## src/rtl/cache_pkg.sv

```systemverilog
package cache_pkg;
  localparam int WORD_W = 32;
  typedef enum logic {ST_IDLE = 1'b0, ST_FILL = 1'b1} cache_state_e;
endpackage

```

## src/rtl/cache_tag_match.sv

```systemverilog
module cache_tag_match #(
  parameter int WAYS  = 2,
  parameter int TAG_W = 10
) (
  input  logic [WAYS-1:0]            valid_i,
  input  logic [WAYS-1:0][TAG_W-1:0] tags_i,
  input  logic [TAG_W-1:0]           tag_i,
  output logic [WAYS-1:0]            match_o
);
  for (genvar w = 0; w < WAYS; w++) begin : g_cmp
    assign match_o[w] = valid_i[w] && (tags_i[w] == tag_i);
  end
endmodule

```

## src/rtl/cache_way_mux.sv

```systemverilog
module cache_way_mux #(
  parameter int WAYS = 2,
  parameter int W    = 64
) (
  input  logic [WAYS-1:0]        sel_i,
  input  logic [WAYS-1:0][W-1:0] lines_i,
  output logic [W-1:0]           line_o
);
  // AND-OR select driven directly by the one-hot match vector
  always_comb begin
    line_o = '0;
    for (int w = 0; w < WAYS; w++) line_o |= lines_i[w] & {W{sel_i[w]}};
  end
endmodule

```

## src/rtl/cache_lru.sv

```systemverilog
module cache_lru #(
  parameter int WAYS  = 2,
  parameter int SETS  = 4,
  parameter int IDX_W = 2,
  parameter int WAY_W = 1
) (
  input  logic             clk_i,
  input  logic             rst_ni,
  input  logic [IDX_W-1:0] rd_set_i,
  input  logic [WAYS-1:0]  valid_i,
  output logic [WAYS-1:0]  victim_o,
  input  logic             touch_i,
  input  logic [IDX_W-1:0] touch_set_i,
  input  logic [WAYS-1:0]  touch_way_i
);
  // per way age: 0 = most recent, WAYS-1 = least recent; ages form a permutation
  logic [WAYS-1:0][WAY_W-1:0] age_q [SETS];
  logic [WAY_W-1:0] touch_age;

  always_comb begin
    touch_age = '0;
    for (int w = 0; w < WAYS; w++)
      if (touch_way_i[w]) touch_age |= age_q[touch_set_i][w];
  end

  always_ff @(posedge clk_i or negedge rst_ni) begin
    if (!rst_ni) begin
      for (int s = 0; s < SETS; s++)
        for (int w = 0; w < WAYS; w++) age_q[s][w] <= WAY_W'(w);
    end else if (touch_i) begin
      for (int w = 0; w < WAYS; w++) begin
        if (touch_way_i[w]) age_q[touch_set_i][w] <= '0;
        else if (age_q[touch_set_i][w] < touch_age)
          age_q[touch_set_i][w] <= age_q[touch_set_i][w] + 1'b1;
      end
    end
  end

  always_comb begin
    if (!(&valid_i)) begin
      victim_o = ~valid_i & (valid_i + 1'b1);  // lowest invalid way
    end else begin
      for (int w = 0; w < WAYS; w++)
        victim_o[w] = (age_q[rd_set_i][w] == WAY_W'(WAYS-1));
    end
  end

  AST_VICTIM_ONEHOT: assert property (@(posedge clk_i) disable iff (!rst_ni)
    $countones(victim_o) == 1);
  AST_TOUCH_ONEHOT: assert property (@(posedge clk_i) disable iff (!rst_ni)
    touch_i |-> $onehot(touch_way_i));
endmodule

```

## src/rtl/cache_lookup.sv

```systemverilog
module cache_lookup
  import cache_pkg::*;
#(
  parameter int ADDR_W = 16,
  parameter int WAYS   = 2,
  parameter int LINES  = 8,
  parameter int WORDS  = 2
) (
  input  logic                     clk_i,
  input  logic                     rst_ni,
  input  logic                     req_valid_i,
  input  logic [ADDR_W-1:0]        addr_i,
  output logic                     ready_o,
  output logic                     resp_valid_o,
  output logic                     resp_hit_o,
  output logic [WORD_W-1:0]        resp_data_o,
  output logic                     mem_req_o,
  output logic [ADDR_W-1:0]        mem_addr_o,
  input  logic                     mem_valid_i,
  input  logic [WORDS*WORD_W-1:0]  mem_data_i
);
  localparam int SETS   = LINES / WAYS;
  localparam int SET_B  = $clog2(SETS);
  localparam int IDX_W  = (SETS > 1) ? SET_B : 1;
  localparam int WAY_W  = (WAYS > 1) ? $clog2(WAYS) : 1;
  localparam int WSEL_W = (WORDS > 1) ? $clog2(WORDS) : 1;
  localparam int OFF_W  = 2 + $clog2(WORDS);
  localparam int BLK_W  = ADDR_W - OFF_W;
  localparam int TAG_W  = BLK_W - SET_B;
  localparam int LINE_W = WORDS * WORD_W;

  cache_state_e state_q;

  logic [WAYS-1:0]              valid_q [SETS];
  logic [WAYS-1:0][TAG_W-1:0]   tags_q  [SETS];
  logic [WAYS-1:0][LINE_W-1:0]  lines_q [SETS];

  logic [BLK_W-1:0]  blk_q;
  logic [WSEL_W-1:0] wsel_q;
  logic [WAYS-1:0]   victim_q;

  // request address split
  logic [BLK_W-1:0]  cur_blk;
  logic [IDX_W-1:0]  cur_set, fill_set;
  logic [TAG_W-1:0]  cur_tag, fill_tag;
  logic [WSEL_W-1:0] cur_wsel;

  assign cur_blk  = addr_i[ADDR_W-1:OFF_W];
  assign cur_set  = IDX_W'(cur_blk % SETS);
  assign cur_tag  = TAG_W'(cur_blk >> SET_B);
  assign cur_wsel = WSEL_W'((addr_i >> 2) % WORDS);
  assign fill_set = IDX_W'(blk_q % SETS);
  assign fill_tag = TAG_W'(blk_q >> SET_B);

  logic [WAYS-1:0]   match_oh, victim_oh;
  logic [LINE_W-1:0] hit_line;
  logic              lookup_hit, accept, fill_done;
  logic              touch;
  logic [IDX_W-1:0]  touch_set;
  logic [WAYS-1:0]   touch_way;

  cache_tag_match #(.WAYS(WAYS), .TAG_W(TAG_W)) u_match (
    .valid_i(valid_q[cur_set]), .tags_i(tags_q[cur_set]),
    .tag_i(cur_tag), .match_o(match_oh));

  cache_way_mux #(.WAYS(WAYS), .W(LINE_W)) u_mux (
    .sel_i(match_oh), .lines_i(lines_q[cur_set]), .line_o(hit_line));

  assign lookup_hit = |match_oh;
  assign ready_o    = (state_q == ST_IDLE);
  assign accept     = req_valid_i && ready_o;
  assign mem_req_o  = (state_q == ST_FILL);
  assign fill_done  = mem_req_o && mem_valid_i;
  assign mem_addr_o = {blk_q, OFF_W'(0)};

  assign touch     = (accept && lookup_hit) || fill_done;
  assign touch_set = fill_done ? fill_set : cur_set;
  assign touch_way = fill_done ? victim_q : match_oh;

  cache_lru #(.WAYS(WAYS), .SETS(SETS), .IDX_W(IDX_W), .WAY_W(WAY_W)) u_lru (
    .clk_i, .rst_ni, .rd_set_i(cur_set), .valid_i(valid_q[cur_set]),
    .victim_o(victim_oh), .touch_i(touch), .touch_set_i(touch_set),
    .touch_way_i(touch_way));

  always_ff @(posedge clk_i or negedge rst_ni) begin
    if (!rst_ni) begin
      state_q      <= ST_IDLE;
      resp_valid_o <= 1'b0;
      resp_hit_o   <= 1'b0;
      resp_data_o  <= '0;
      blk_q        <= '0;
      wsel_q       <= '0;
      victim_q     <= '0;
      for (int s = 0; s < SETS; s++) valid_q[s] <= '0;
    end else begin
      resp_valid_o <= 1'b0;
      if (accept) begin
        blk_q    <= cur_blk;
        wsel_q   <= cur_wsel;
        victim_q <= victim_oh;
        if (lookup_hit) begin
          resp_valid_o <= 1'b1;
          resp_hit_o   <= 1'b1;
          resp_data_o  <= hit_line[cur_wsel*WORD_W +: WORD_W];
        end else begin
          state_q <= ST_FILL;
        end
      end else if (fill_done) begin
        state_q               <= ST_IDLE;
        valid_q[fill_set]     <= valid_q[fill_set] | victim_q;
        resp_valid_o          <= 1'b1;
        resp_hit_o            <= 1'b0;
        resp_data_o           <= mem_data_i[wsel_q*WORD_W +: WORD_W];
      end
    end
  end

  // tag and data arrays carry no reset; valid bits gate them
  always_ff @(posedge clk_i) begin
    if (fill_done) begin
      for (int w = 0; w < WAYS; w++)
        if (victim_q[w]) begin
          tags_q[fill_set][w]  <= fill_tag;
          lines_q[fill_set][w] <= mem_data_i;
        end
    end
  end

  AST_ONE_MATCH: assert property (@(posedge clk_i) disable iff (!rst_ni)
    $onehot0(match_oh));
  AST_HIT_RESP: assert property (@(posedge clk_i) disable iff (!rst_ni)
    (accept && lookup_hit) |=> (resp_valid_o && resp_hit_o && !mem_req_o));
  AST_MISS_REQ: assert property (@(posedge clk_i) disable iff (!rst_ni)
    (accept && !lookup_hit) |=> (mem_req_o && !ready_o));
  AST_REQ_HOLD: assert property (@(posedge clk_i) disable iff (!rst_ni)
    (mem_req_o && !mem_valid_i) |=> (mem_req_o && $stable(mem_addr_o)));
  AST_FILL_RESP: assert property (@(posedge clk_i) disable iff (!rst_ni)
    fill_done |=> (resp_valid_o && !resp_hit_o && ready_o));
  AST_NO_BUSY_RESP: assert property (@(posedge clk_i) disable iff (!rst_ni)
    (mem_req_o && !mem_valid_i) |=> !resp_valid_o);
endmodule

```

## config.mk

```make
export PLATFORM = sky130hd
export DESIGN_NAME = cache_lookup
export DESIGN_NICKNAME = d
export VERILOG_FILES = /design/src/rtl/cache_pkg.sv /design/src/rtl/cache_tag_match.sv /design/src/rtl/cache_way_mux.sv /design/src/rtl/cache_lru.sv /design/src/rtl/cache_lookup.sv
export SDC_FILE = /design/constraint.sdc
export NUM_CORES = 1
export LEC_CHECK = 0
export ABC_AREA = 1
export BUFFER_PORTS_ARGS = -buffer_cell sky130_fd_sc_hd__buf_2
export CAP_MARGIN = 5
export CORE_UTILIZATION = 33
export CTS_CLUSTER_SIZE = 20
export DETAILED_ROUTE_END_ITERATION = 8
export PLACE_DENSITY = 0.5
export SKIP_LAST_GASP = 1
export SLEW_MARGIN = 10
export SYNTH_ARGS = -nofsm -noshare
export SYNTH_HDL_FRONTEND = slang
export SYNTH_HIERARCHICAL = 1
export SYNTH_SLANG_ARGS = --single-unit
```

## constraint.sdc

```tcl
create_clock -name clk_i -period 4.8 [get_ports clk_i]
set_clock_uncertainty 0.1 [all_clocks]
set_input_delay 1.44 -clock clk_i [delete_from_list [all_inputs] [get_ports clk_i]]
set_output_delay 1.44 -clock clk_i [all_outputs]
set_load 0.03 [all_outputs]
```

== Word level (Yosys, flattened, before mapping) ==
Memory sizes are Yosys's and may differ from the RTL's.
Index checks and enable logic that the tools add are counted.

* Memories: 2
* Output and inout port bits: 52
* Word-level logic and storage cells: 115
* Bits of input ports: 84
* Bits in writable memories: 600
* Bits in registers: 67

{| class="wikitable"
|+ Memory list
! memory !! words !! width !! rd ports !! clocked after Yosys merged registers in !! write ports !! line !! text
|-
| lines_q || 4 || 128 || 1 || 0 || 1 || cache_lookup.sv:36 || <nowiki>logic [WAYS-1:0][LINE_W-1:0] lines_q [SETS];</nowiki>
|-
| tags_q || 4 || 22 || 1 || 0 || 1 || cache_lookup.sv:35 || <nowiki>logic [WAYS-1:0][TAG_W-1:0] tags_q [SETS];</nowiki>
|}

* Magnitude comparators: 7
* Eq/ne operators: 4
* Shift operators: 2
* Multiplexer cells: 48
* Reductions and logical operators: 14
* Add/sub/neg operators: 3
* Bitwise logic cells: 16

{| class="wikitable"
|+ Operators with widths
! operator !! number
|-
| 64-bit bitwise AND || 2
|-
| 64-bit by 7-bit indexed part select with 32-bit output || 2
|-
| 32-bit two-way mux || 3
|-
| 64-bit bitwise OR || 1
|-
| 8-bit two-way mux || 5
|-
| 2-bit two-way mux || 13
|-
| 8-bit bitwise mux || 3
|-
| 11-bit == test || 2
|-
| 1-bit two-way mux || 17
|-
| 8-bit bitwise AND || 2
|-
| 2-bit binary-select mux with 2-bit select || 4
|-
| 8-bit NOT || 2
|-
| 2-bit demux with 2-bit select || 3
|-
| 3-bit greater-or-equal comparator (second input constant) || 3
|-
| 2-bit NOT with 3-bit output || 3
|-
| 2-bit AND reduction || 4
|-
| 1-bit logical AND || 7
|-
| 3-bit by 1-bit less-than comparator with 1-bit output (second input constant) || 2
|-
| 2-bit != test (second input constant) || 2
|-
| 1-bit adder (second input constant) || 2
|-
| 2-bit by 1-bit adder with 2-bit output (second input constant) || 1
|-
| 2-bit bitwise AND || 1
|-
| 1-bit less-than comparator || 2
|-
| 1-bit NOT || 2
|-
| 6 further kinds || 6
|}

== Depth between registers and ports, before layout ==
* Depth after elaboration: 16
* Gate-level depth with buffers: 25
* Depth with buffers taken out: 19

== By module ==
The synthesis kept the hierarchy.

{| class="wikitable"
|+ Modules (own cells, without submodules)
! module !! area an instance (sq um) !! cells an instance !! instances !! seq. area each (sq um)
|-
| cache_lookup || 26,052.5 || 2,045 || 1 || 19,493.7
|-
| cache_way_mux || 894.6 || 206 || 1 || 0.0
|-
| cache_lru || 655.6 || 110 || 1 || 205.2
|-
| cache_tag_match || 385.4 || 85 || 1 || 0.0
|}

== Worst setup path before layout ==
No wires, ideal clock.

* Path type: input-to-reg
* Start point: input mem_valid_i
* End point: memory lines_q[0][0] in the netlist's numbering (enable)
* Required time: 4,191 ps
* Arrival: 4,956 ps
* Stages on the path: 4
* Library setup time: 509 ps
* Path buffers: 0
* Path slack: -765 ps
* Cell sequence: nand2_1 > inv_1 > nand2_1 > nor2_1

* Longest elaborated chain between the ends: 3

{| class="wikitable"
|+ RTL lines
! element !! line !! text
|-
| start: declaration || cache_lookup.sv:19 || <nowiki>input logic mem_valid_i,</nowiki>
|-
| 1-bit logical AND || cache_lookup.sv:73 || <nowiki>assign fill_done = mem_req_o && mem_valid_i;</nowiki>
|-
| 1-bit two-way mux || cache_lookup.sv:120 || <nowiki>if (fill_done) begin</nowiki>
|-
| 1-bit two-way mux (implied by the code) || cache_lookup.sv:124 || <nowiki>lines_q[fill_set][w] <= mem_data_i;</nowiki>
|-
| end: declaration || cache_lookup.sv:36 ||
|}

No other way between the ends.

== Worst setup path after layout ==
* Start point: input addr_i[4]
* End point: register u_lru/age_q[5] in the netlist's numbering

* Elaborated cells between the ends (all ways): 42
* Classes of those cells: add/sub: 2; order compare: 4; eq/ne: 2; mux: 20; bitwise: 7; reduce/logical: 6; memory: 1

{| class="wikitable"
|+ RTL lines
! element !! line !! text
|-
| start: declaration || cache_lookup.sv:12 || <nowiki>input logic [ADDR_W-1:0] addr_i,</nowiki>
|-
| parallel branches: the longest is 4 deep, another holds memory 4 x 22 bit || - ||
|-
| 1-bit logical AND * || cache_tag_match.sv:11 || <nowiki>assign match_o[w] = valid_i[w] && (tags_i[w] == tag_i);</nowiki>
|-
| via match_oh[1] || cache_lookup.sv:55 || <nowiki>logic [WAYS-1:0] match_oh, victim_oh;</nowiki>
|-
| 2-bit OR reduction * || cache_lookup.sv:69 || <nowiki>assign lookup_hit = |match_oh;</nowiki>
|-
| 1-bit logical AND * || cache_lookup.sv:76 || <nowiki>assign touch = (accept && lookup_hit) || fill_done;</nowiki>
|-
| 1-bit logical OR * || cache_lookup.sv:76 ||
|-
| via touch || cache_lookup.sv:58 || <nowiki>logic touch;</nowiki>
|-
| end signal: indexed assignment || cache_lru.sv:34 || <nowiki>age_q[touch_set_i][w] <= age_q[touch_set_i][w] + 1'b1;</nowiki>
|-
| end: declaration || cache_lru.sv:17 || <nowiki>logic [WAYS-1:0][WAY_W-1:0] age_q [SETS];</nowiki>
|}

Mark *: on every way through the listed nets, which the timed path passes. The select of a mux whose other input is x is not followed.
A chain may end at the register's enable or synchronous reset.

==> run summary <==
• **type of element launching the critical path** input pin
• **count of filler cells inserted in the layout** 8076
• **Detailed Route WL** 82000 µm
• **most common cell after layout, fill and taps aside** sky130_fd_sc_hd__edfxtp_1
• **number of hold buffers added after CTS** 0
• **data arrival time of the critical path** 4.29 ns
• **critical-path cell with the highest stage delay** sky130_fd_sc_hd__nand2_1
• **number of vias after detailed routing** 19.0k
• **Setup CP Type** input pin to flip-flop
• **dpl ws** 0.282 ns
• **GRT Overall Usage** 18.9%
• **Clock Pin Slew Worst Setup and Hold Paths** 0.06 ns
• **setup fix buffers added after clock tree synthesis** 0
• **start point of the worst hold path** u_lru/age_q[7]$_DFFE_PN1P_
• **met3 track utilization from global routing** 4.39%
• **Die Width** 293 µm
• **post-CTS sizing** 0
• **antenna violations before repair** 29
• **total standard cell area after synthesis** 28000 µm²
• **die boundary height** 293 µm
• **LEAKAGE** 11.7 nW
• **worst-path fanout max** 29
• **Worst path max stage delay** 0.45 ns
• **First DRT Iteration DRCs** 1465
• **area of the core** 83800 µm²
• **most repeated library cell on the critical path** sky130_fd_sc_hd__nand2_1
• **minimum clock period** 3.86 ns
• **CP cell instances** buf_4 -> inv_4 -> o21ai_0 -> o22ai_1 -> o21ai_0 -> nor2_1 -> nand2_1 -> nor2_4 -> inv_1 -> nand2_1 -> nand2_2 -> nand2_1 -> nand3_1 -> a21oi_1
• **Worst Max-Slew Pin Slew** 1.09 ns
• **upper clock frequency limit** 259 MHz
• **number of placement rows** 106
• **source-to-sink clock delay at the later pin of the worst-skew pair** 0.62 ns
• **Worst Hold Class** flip-flop to flip-flop
• **count of yosys warnings during synthesis** 6
• **number of max-slew violations in the final report** 0
• **area of the die** 86000 µm²
• **Final Hold Violating Endpoints** 0
• **IR drop worst, VDD** 0.000283 V
• **buffers and inverters on the worst path** 3
• **Longest Clk Path Bufs** 3
• **sequential fraction of the synthesis area** 70.4%
• **# nets final** 2630
• **Root Buffer** sky130_fd_sc_hd__clkbuf_16
• **Area growth syn-to-layout** 15.0%
• **setup violators final** 0
• **via count normalized by instance count** 5.06
• **Port Buffer Count** 130
• **type of element capturing the critical path** flip-flop
• **starting utilization of the core area** 33.4%
• **CTS tree** done
• **clock buffer count from CTS** 75
• **Num Clock Sinks** 667
• **routed len/inst** 21.8 µm
• **final setup margin** 0.939 ns
• **Data required, critical path** 5.23 ns
• **register bit count reported by yosys** 667
• **number of different library cells in the post-synthesis netlist** 29
• **setup repair after global routing missed its margin** no
• **reg-to-reg startpoint** valid_q[3]$_DFFE_PN0P_
• **share of cells above drive strength 1** 12.2%
• **share of the clock period used by the worst path** 80.4%
• **max cap viols** 0
• **GP Congestion** 0.774
• **detailed placement HPWL** 47300 µm
• **Post-Synthesis Mean Instance Area** 11.4 µm²
• **launching element of the worst setup path** addr_i[4]
• **Congestion Overflow GR** 0
• **met1 Use GR** 25.2%
• **CTS H-Tree Depth** 3
• **met2 Usage GRT** 30.9%
• **pin count of the biggest net entering global routing** 225
• **power per cell area** 445 nW/µm²
• **DRT Pass-1 Iters** 5
• **status** complete, no violations
• **number of nets with antenna violations after detailed routing** 0
• **non-filler cells, final** 3756
• **max_slew headroom** 27.5%
• **Boundary Pins** 136
• **DRC errors left** 0
• **kind of cell adding the most delay to the critical path** simple AND/OR/NAND/NOR gates
• **number of global-route vias before repair** 18.6k
• **global-route wire length before repair** 121000 µm
• **global-route layer with the greatest usage** met2
• **most frequent cells in the layout** sky130_fd_sc_hd__edfxtp_1 (600), sky130_fd_sc_hd__nand2_1 (534), sky130_fd_sc_hd__nor2_1 (319)
• **Inst Count DP** 3603
• **count of mapped cells out of synthesis** 2446
## where the power goes
part / total, W / switching (W) / internal (W)
clock network: 0.00580 / 0.00230 / 0.00350
logic: 0.00158 / 0.00115 / 0.000428
registers: 0.00695 / 0.000224 / 0.00673
## through the flow
stage | utilization (%) | instance area [µm²] | power [W] | hold slack, ns | setup TNS, ns
floorplan | - | 28000 | 0.00803 | 0.355 | -459.03
global placement | 35.4 | 29700 | 0.00862 | 0.379 | 0
detailed placement | 35.4 | 29700 | 0.00865 | 0.377 | 0
CTS | 38.4 | 32100 | 0.0145 | 0.387 | 0
global route | 38.4 | 32200 | 0.0149 | 0.405 | 0
finish | 38.4 | 32200 | 0.0143 | 0.390 | 0
## worst paths after layout
check / to / slack [ns] / depth (start not counted)
min: u_lru/age_q[7]$_DFFE_PN1P_ / 0.39 / 2
min in group asynchronous: blk_q[10]$_DFFE_PN0P_ / 0.92 / 1
max in group asynchronous: wsel_q$_DFFE_PN0P_ / 2.92 / 1
max reg2reg: u_lru/age_q[5]$_DFFE_PN1P_ / 1.98 / 12
max: u_lru/age_q[5]$_DFFE_PN1P_ / 0.94 / 14
min reg2reg: u_lru/age_q[7]$_DFFE_PN1P_ / 0.39 / 2
## per-layer routing
layer  part of all wire (%)  wire length, µm
met1                     43            35200
met3                    7.6             6200
met4                    1.9             1560
met2                     47            38900
met5                   0.14              113
## sequential cells by signal, indices dropped and copies added (netlist names)
signal and count:
tags_q 88, wsel_q 1, valid_q 8, blk_q 13, mem_req_o 1, u_lru/age_q 8, resp_valid_o 1, resp_data_o 32
victim_q 2, lines_q 512, resp_hit_o 1
## kinds of logic (layout without fill, tap and decap cells)
| group | after synthesis | in the layout | share of synthesized area, % |
|---|---|---|---|
| xor gates and xnor gates | 10 | 10 | 0.313 |
| and+or+nand+nor | 936 | 936 | 12.9 |
| AOI/OAI and AO/OA | 548 | 548 | 10.8 |
| DFF | 667 | 667 | 70.4 |
| other | 1 | 18 | 0.0134 |
| buffers and inverters | 284 | 443 | 5.56 |
## tightest hold or removal path, stage by stage (launching register included)
cell,delay (ns)
sky130_fd_sc_hd__dfstp_2,0.38
sky130_fd_sc_hd__inv_1,0.05
sky130_fd_sc_hd__a21oi_1,0.06
## Yosys cell counts, drive strengths merged
library cell / number / share of area (%)
edfxtp: 600 / 64
nand2: 544 / 7.4
o21ai: 349 / 6.2
nor2: 330 / 4.5
o22ai: 154 / 3.4
inv: 127 / 1.7
buf: 99 / 3.0
dfrtp: 63 / 5.6
nand3: 62 / 1.1
clkbuf: 57 / 0.84
o211ai: 34 / 0.91
a21oi: 10 / 0.18
xnor2: 7 / 0.22
dfstp: 4 / 0.38
xor2: 3 / 0.094
a31oi: 1 / 0.022
clkinv: 1 / 0.013
conb: 1 / 0.013
## cell type report
cell class              instances  area [µm²]  share of cell area [%]
repair buffers                177        1230                    3.82
clock buffers                 106        2100                    6.52
diodes                         15        37.5                   0.117
inverters                     128         490                    1.52
clock inverters                32         398                    1.24
flip-flops and latches        667       19700                    61.2
multi-input cells            1497        6810                    21.2
well taps                    1134        1420                    4.41
(Power assumes the default switching activity.)
